`config.mk`:
```
export PLATFORM = sky130hd
export DESIGN_NAME = tscap_top
export DESIGN_NICKNAME = d
export VERILOG_FILES = /design/src/rtl/tscap_pkg.sv /design/src/rtl/tscap_edge.sv /design/src/rtl/tscap_fifo.sv /design/src/rtl/tscap_top.sv
export SDC_FILE = /design/constraint.sdc
export NUM_CORES = 2
export LEC_CHECK = 0
export BUFFER_PORTS_ARGS = -buffer_cell sky130_fd_sc_hd__buf_4
export CAP_MARGIN = 20
export CORE_MARGIN = 1.5
export CORE_UTILIZATION = 35
export DETAILED_ROUTE_END_ITERATION = 8
export SYNTH_ARGS = -nofsm -noshare
export SYNTH_HDL_FRONTEND = slang
export SYNTH_SLANG_ARGS = --single-unit
```
`constraint.sdc`:
```
create_clock -name clk -period 9.8 [get_ports clk]
set_input_delay 0.98 -clock clk [delete_from_list [all_inputs] [get_ports clk]]
set_output_delay 0.98 -clock clk [all_outputs]
set_load 0.03 [all_outputs]
```
`src/rtl/tscap_pkg.sv`:
```
package tscap_pkg;
   // register map: control word, then one data register per unit
   localparam int REG_CTRL      = 0;
   localparam int REG_DATA_BASE = 4;
   localparam int REG_W         = 32;
endpackage

```
`src/rtl/tscap_edge.sv`:
```
module tscap_edge #(
   parameter int N_CH   = 32,
   parameter int STAGES = 2
) (
   input  logic            clk,
   input  logic            rst_n,
   input  logic [N_CH-1:0] ch_in,
   output logic [N_CH-1:0] rise
);
   if (STAGES < 2) begin : g_bad_stages
      $error("tscap_edge: STAGES must be at least 2");
   end

   logic [N_CH-1:0] stg [STAGES];
   logic [N_CH-1:0] prev_q;

   for (genvar s = 0; s < STAGES; s++) begin : g_stage
      always_ff @(posedge clk or negedge rst_n) begin
         if (!rst_n)      stg[s] <= '0;
         else if (s == 0) stg[s] <= ch_in;
         else             stg[s] <= stg[(s == 0) ? 0 : s-1];
      end
   end

   always_ff @(posedge clk or negedge rst_n) begin
      if (!rst_n) prev_q <= '0;
      else        prev_q <= stg[STAGES-1];
   end

   // per-channel detection: switching a select never fabricates an edge
   assign rise = stg[STAGES-1] & ~prev_q;

   for (genvar c = 0; c < N_CH; c++) begin : g_chk
      AST_RISE_ONE_CYCLE: assert property (@(posedge clk) disable iff (!rst_n)
         rise[c] |=> !rise[c]);
   end
endmodule

```
`src/rtl/tscap_fifo.sv`:
```
module tscap_fifo #(
   parameter int W     = 32,
   parameter int DEPTH = 16
) (
   input  logic         clk,
   input  logic         rst_n,
   input  logic         clr,
   input  logic         push,
   input  logic [W-1:0] din,
   input  logic         pop,
   output logic [W-1:0] dout,
   output logic         empty,
   output logic         full,
   output logic         ovf
);
   localparam int AW = (DEPTH > 1) ? $clog2(DEPTH) : 1;

   if ((1 << AW) != DEPTH || DEPTH < 2) begin : g_bad_depth
      $error("tscap_fifo: DEPTH must be a power of two, at least 2");
   end

   logic [W-1:0] mem [DEPTH];
   logic [AW:0]  wp_q, rp_q;
   logic         push_ok, pop_ok;

   assign empty   = (wp_q == rp_q);
   assign full    = (wp_q[AW] != rp_q[AW]) && (wp_q[AW-1:0] == rp_q[AW-1:0]);
   assign push_ok = push && !full && !clr;
   assign pop_ok  = pop && !empty && !clr;
   assign dout    = mem[rp_q[AW-1:0]];

   always_ff @(posedge clk) begin
      if (push_ok) mem[wp_q[AW-1:0]] <= din;
   end

   always_ff @(posedge clk or negedge rst_n) begin
      if (!rst_n) begin
         wp_q <= '0;
         rp_q <= '0;
         ovf  <= 1'b0;
      end else if (clr) begin
         wp_q <= '0;
         rp_q <= '0;
         ovf  <= 1'b0;
      end else begin
         if (push_ok)     wp_q <= wp_q + 1'b1;
         if (pop_ok)      rp_q <= rp_q + 1'b1;
         if (push && full) ovf <= 1'b1;
      end
   end

   AST_FULL_DROP_FLAGS: assert property (@(posedge clk) disable iff (!rst_n)
      (push && full && !clr) |=> ovf);
   AST_OVF_STICKY: assert property (@(posedge clk) disable iff (!rst_n)
      (ovf && !clr) |=> ovf);
   AST_CLEAR_EMPTIES: assert property (@(posedge clk) disable iff (!rst_n)
      clr |=> (empty && !ovf));
   AST_EMPTY_POP_HOLDS: assert property (@(posedge clk) disable iff (!rst_n)
      (empty && !push && !clr) |=> empty);
endmodule

```
`src/rtl/tscap_top.sv`:
```
module tscap_top
   import tscap_pkg::*;
#(
   parameter int N_UNITS     = 4,
   parameter int N_CH        = 32,
   parameter int TS_W        = 32,
   parameter int DEPTH       = 16,
   parameter int SYNC_STAGES = 2,
   parameter int ADDR_W      = 3
) (
   input  logic              clk,
   input  logic              rst_n,
   input  logic [N_CH-1:0]   ch_in,
   input  logic [TS_W-1:0]   ts_in,
   input  logic              wr_en,
   input  logic              rd_en,
   input  logic [ADDR_W-1:0] addr,
   input  logic [REG_W-1:0]  wdata,
   output logic [REG_W-1:0]  rdata
);
   localparam int SEL_W   = (N_CH > 1) ? $clog2(N_CH) : 1;
   localparam int SEL_TOT = N_UNITS * SEL_W;
   localparam int OVF_LSB = SEL_TOT;

   if (SEL_TOT + N_UNITS > REG_W) begin : g_bad_fields
      $error("tscap_top: select and overflow fields exceed the register");
   end
   if (TS_W > REG_W) begin : g_bad_ts
      $error("tscap_top: TS_W wider than the register");
   end
   if ((1 << ADDR_W) < REG_DATA_BASE + N_UNITS) begin : g_bad_addr
      $error("tscap_top: ADDR_W too small for the data registers");
   end

   logic [N_CH-1:0]  rise;
   logic [SEL_W-1:0] sel_q [N_UNITS];
   logic [TS_W-1:0]  dout  [N_UNITS];
   logic [N_UNITS-1:0] empty, full, ovf, push, pop;
   logic             ctrl_wr;
   logic [REG_W-1:0] ctrl_view, rd_next;
   logic             unused_wbits;

   assign ctrl_wr      = wr_en && (addr == ADDR_W'(REG_CTRL));
   assign unused_wbits = ^wdata;

   tscap_edge #(.N_CH(N_CH), .STAGES(SYNC_STAGES)) u_edge (
      .clk(clk), .rst_n(rst_n), .ch_in(ch_in), .rise(rise)
   );

   for (genvar k = 0; k < N_UNITS; k++) begin : g_unit
      always_ff @(posedge clk or negedge rst_n) begin
         if (!rst_n)       sel_q[k] <= SEL_W'(k % N_CH);
         else if (ctrl_wr) sel_q[k] <= wdata[k*SEL_W +: SEL_W];
      end

      assign push[k] = rise[sel_q[k]];
      assign pop[k]  = rd_en && (addr == ADDR_W'(REG_DATA_BASE + k));

      tscap_fifo #(.W(TS_W), .DEPTH(DEPTH)) u_fifo (
         .clk(clk), .rst_n(rst_n), .clr(ctrl_wr),
         .push(push[k]), .din(ts_in), .pop(pop[k]),
         .dout(dout[k]), .empty(empty[k]), .full(full[k]), .ovf(ovf[k])
      );

      AST_EMPTY_READ_ZERO: assert property (@(posedge clk) disable iff (!rst_n)
         (pop[k] && empty[k]) |=> (rdata == '0));
      AST_READ_RETURNS_HEAD: assert property (@(posedge clk) disable iff (!rst_n)
         (pop[k] && !empty[k]) |=> (rdata == REG_W'($past(dout[k]))));
   end

   always_comb begin
      ctrl_view = '0;
      for (int k = 0; k < N_UNITS; k++) begin
         ctrl_view[k*SEL_W +: SEL_W] = sel_q[k];
         ctrl_view[OVF_LSB + k]      = ovf[k];
      end
   end

   always_comb begin
      rd_next = '0;
      if (addr == ADDR_W'(REG_CTRL)) rd_next = ctrl_view;
      for (int k = 0; k < N_UNITS; k++) begin
         if (addr == ADDR_W'(REG_DATA_BASE + k) && !empty[k])
            rd_next = REG_W'(dout[k]);
      end
   end

   always_ff @(posedge clk or negedge rst_n) begin
      if (!rst_n)     rdata <= '0;
      else if (rd_en) rdata <= rd_next;
      else            rdata <= '0;
   end

   AST_IDLE_READ_ZERO: assert property (@(posedge clk) disable iff (!rst_n)
      !rd_en |=> (rdata == '0));
endmodule

```
==> results_dict.tcl <==
set metrics [dict create \
    cts_sinks 2240 \
    outcome "finished clean" \
    rrSetupSlack_ns 4.66 \
    finalCritPeriodShare_pct 52.5 \
    die_h_um 499 \
    hp-class "in -> async" \
    ctsHoldBuffers 0 \
    synth_compound_area_share_pct 1.54 \
    crit_slowest_cell "buf_4" \
    cts_setup_buffers 0 \
    synth_edf_count 2048 \
    fin_worst_skew_ns 0.0621 \
    yosys-top-cells-area "edfxtp_1, mux4_2, dfrtp_1" \
    syn_nets 3875 \
    placed_cell_area_um2 91100 \
    path_buf_inv 3 \
    die_w_um 499 \
    core_area_um2 244000 \
    yosysSeqAreaShare_pct 77.1 \
    postSynthAreaPerCell_um2 22.9 \
    fmax_mhz 194 \
    total_power_mw 26.0 \
    cts_max_path_buffers 3 \
    gp_congestion 0.818 \
    wl_um 217000 \
    crit_top_cell "buf_4" \
    start_util_pct 35.3 \
    cts_buffers 222 \
    max_stage_delay_ns 0.90 \
    ff2ff_path_depth 7 \
    whs_ns 0.0767 \
    insertion_delay_ns 0.87 \
    hold_viol_final 0 \
    synth.largest_area_cell "edfxtp_1" \
    num_vias 40000 \
    grt_remaining_overflow 0 \
    ioPinCount 135 \
    hpwl_um 120000 \
    cts_tree "built" \
    fin_nets 4108 \
    slew_violations 0 \
    setup_tns_ns 0 \
    grt_pass1_vias 40900 \
    synth.distinct_cells 69 \
    synth_ff_type "edfxtp_1" \
    muxShareOfSynthArea_pct 17.4 \
    arrival_ns 5.85 \
    rr_endpoint "rdata[28]" \
    synthXorXnorAreaFrac_pct 0.408 \
    antenna_found_initial 16 \
    drt_iter0_markers 4462 \
    dr.pass1.iters 5 \
    synth_top_family_by_area "multiplexers" \
    grt_util_all_layers_pct 17.3 \
    yosys.area.top_type_share_pct 71.5 \
    ir_drop_uv 188 \
    synth-async-reset-ratio_pct 8.57 \
    setup_viol 0 \
    worst-setup-path-type "reg -> reg" \
    ys_seq_elements 2240 \
    postRouteAntennaNets 0 \
    setup_slack_ns 4.66 \
    rr_startpoint "g_unit[0].u_fifo.rp_q[0]" \
    drc 0 \
    io_buffers 122 \
    cts-htree-levels 4 \
    power_leakage_nw 30.7 \
    drt-vias-per-instance 5.42 \
    final_cell_area_um2 98300 \
    yosys.area_share.adder_pct 0.291 \
    path_max_fanout 49 \
    start_kind "flip-flop" \
    clk_pin_slew_worst_paths_ns 0.06 \
    crit_chain "buf_4, buf_4, buf_4, mux4_2, mux4_2, a22oi_1, a21oi_1" \
    critPathCaptureType "flip-flop" \
    grt_pass1_wl_um 307000 \
    grt_start_max_net_pins 97 \
    drive_gt1_share_pct 30.9 \
    rsz0062_at_grt "false" \
    max-cap-violations 0 \
    row_count 181 \
    yosys_warnings 0 \
    syn_inst 3752 \
    syn_to_final_growth_pct 14.4 \
    power_density_nw_per_um2 264 \
    crit_family "buffers and inverters" \
    clockRootBuffer "clkbuf_16" \
    required_ns 10.51 \
    syn_area_um2 86000 \
    synthSimpleGateAreaFrac_pct 2.11 \
    die_area_um2 249000 \
    pre_cts_ws_ns 4.50 \
    slew_headroom_pct 4.27 \
    postCtsResizedCells 0 \
    wl_per_cell_um 29.4 \
    worstMarginPinSlew_ns 1.44 \
    fin_crit_ns 5.14 \
]
==> sequential cells by signal, summed over array words and instances (netlist names) <==
name / flops
u_edge.prev_q: 32
ctrl_view: 20
g_unit.u_fifo.rp_q: 20
g_unit.u_fifo.mem: 2048
rdata: 32
g_unit.u_fifo.wp_q: 20
u_edge.stg: 64
g_unit.u_fifo.ovf: 4
==> layout by cell type (no fill, tap or decap), drive strengths merged, types with 27 or more instances in the layout <==
cell / instances
clkinv: 96
dfrtp: 188
a221oi: 27
nand2b: 35
nor2b: 34
buf: 221
inv: 27
o21ai: 40
edfxtp: 2048
nor2: 66
a21oi: 50
nand2: 93
and3: 29
a22oi: 33
clkbuf: 285
mux4: 656
==> power breakdown <==
part | switching (mW) | internal (mW)
clock | 3.61 | 4.76
combinational | 3.01 | 2.70
sequential | 0.626 | 11.3
total | 7.25 | 18.7
==> cell families (layout without fill, tap and decap cells) <==
logic type	Yosys count	count (layout)
and+or+nand+nor	346	346
buffers and inverters	233	651
AOI/OAI and AO/OA	198	198
adders and majority gates	20	20
muxes	675	675
other	0	2
DFF	2240	2240
xor gates and xnor gates	40	40
==> cell usage after synthesis, types with 4 or more instances <==
cell,count
edfxtp_1,2048
mux4_2,656
dfrtp_1,188
clkbuf_1,129
nand2_1,93
nor2_1,64
buf_2,63
a21oi_1,49
o21ai_0,36
nand2b_1,35
nor2b_1,34
a22oi_1,33
and3_1,29
a221oi_1,27
xor2_1,22
buf_1,21
ha_1,20
xnor2_1,18
inv_1,17
mux2i_1,17
nand4_1,17
nor3_1,17
nand3_1,13
nor4_1,8
and2_1,6
o22ai_1,6
nand3b_1,5
o211ai_1,5
o31ai_1,5
a211oi_1,4
dfstp_2,4
o21a_1,4
o21ai_1,4
or2_1,4
==> layout make-up <==
| class | instances | area, µm² |
|---|---|---|
| antenna | 2 | 5.00 |
| timing repair buffer | 223 | 1720 |
| clock inverter | 126 | 1240 |
| inverter | 19 | 71.3 |
| fill | 21200 | 145000 |
| clock buffer | 283 | 5920 |
| multi-input combinational | 1279 | 19000 |
| tap | 3202 | 4010 |
| sequential | 2240 | 66300 |
==> how the worst max path moves through the flow <==
| stage | startpoint | to | slack [ns] | cells past startpoint |
|---|---|---|---|---|
| final | g_unit[0].u_fifo.rp_q[0] | rdata[28] | 4.66 | 7 |
| after global routing | g_unit[0].u_fifo.rp_q[0] | rdata[26] | 4.19 | 7 |
| after CTS | g_unit[0].u_fifo.rp_q[0] | rdata[28] | 4.52 | 7 |
| after detailed placement | g_unit[0].u_fifo.rp_q[0] | rdata[28] | 4.50 | 7 |
| after global placement | g_unit[0].u_fifo.rp_q[0] | rdata[26] | 4.52 | 7 |
| after floorplan | ctrl_view[15] | g_unit[3].u_fifo.mem[0][0] | 4.27 | 8 |
==> metrics by stage <==
stage | instances | util [%]
after global routing | 7373 | 40.4
after CTS | 7369 | 40.3
final | 7374 | 40.4
after floorplan | 3752 | -
after detailed placement | 6960 | 37.4
after global placement | 6960 | 37.4
==> layer usage <==
layer	part of all wire, %	track usage (%)	vias to the layer above	wire [µm]
met4	3.3	6.04	2	7100
met1	42	24.0	21900	90000
met5	0.0060	0	-	13
li1	-	-	16300	-
met3	7.6	3.34	306	16400
met2	48	27.4	1489	103000
Note: power is estimated with default switching activity, not from simulation.
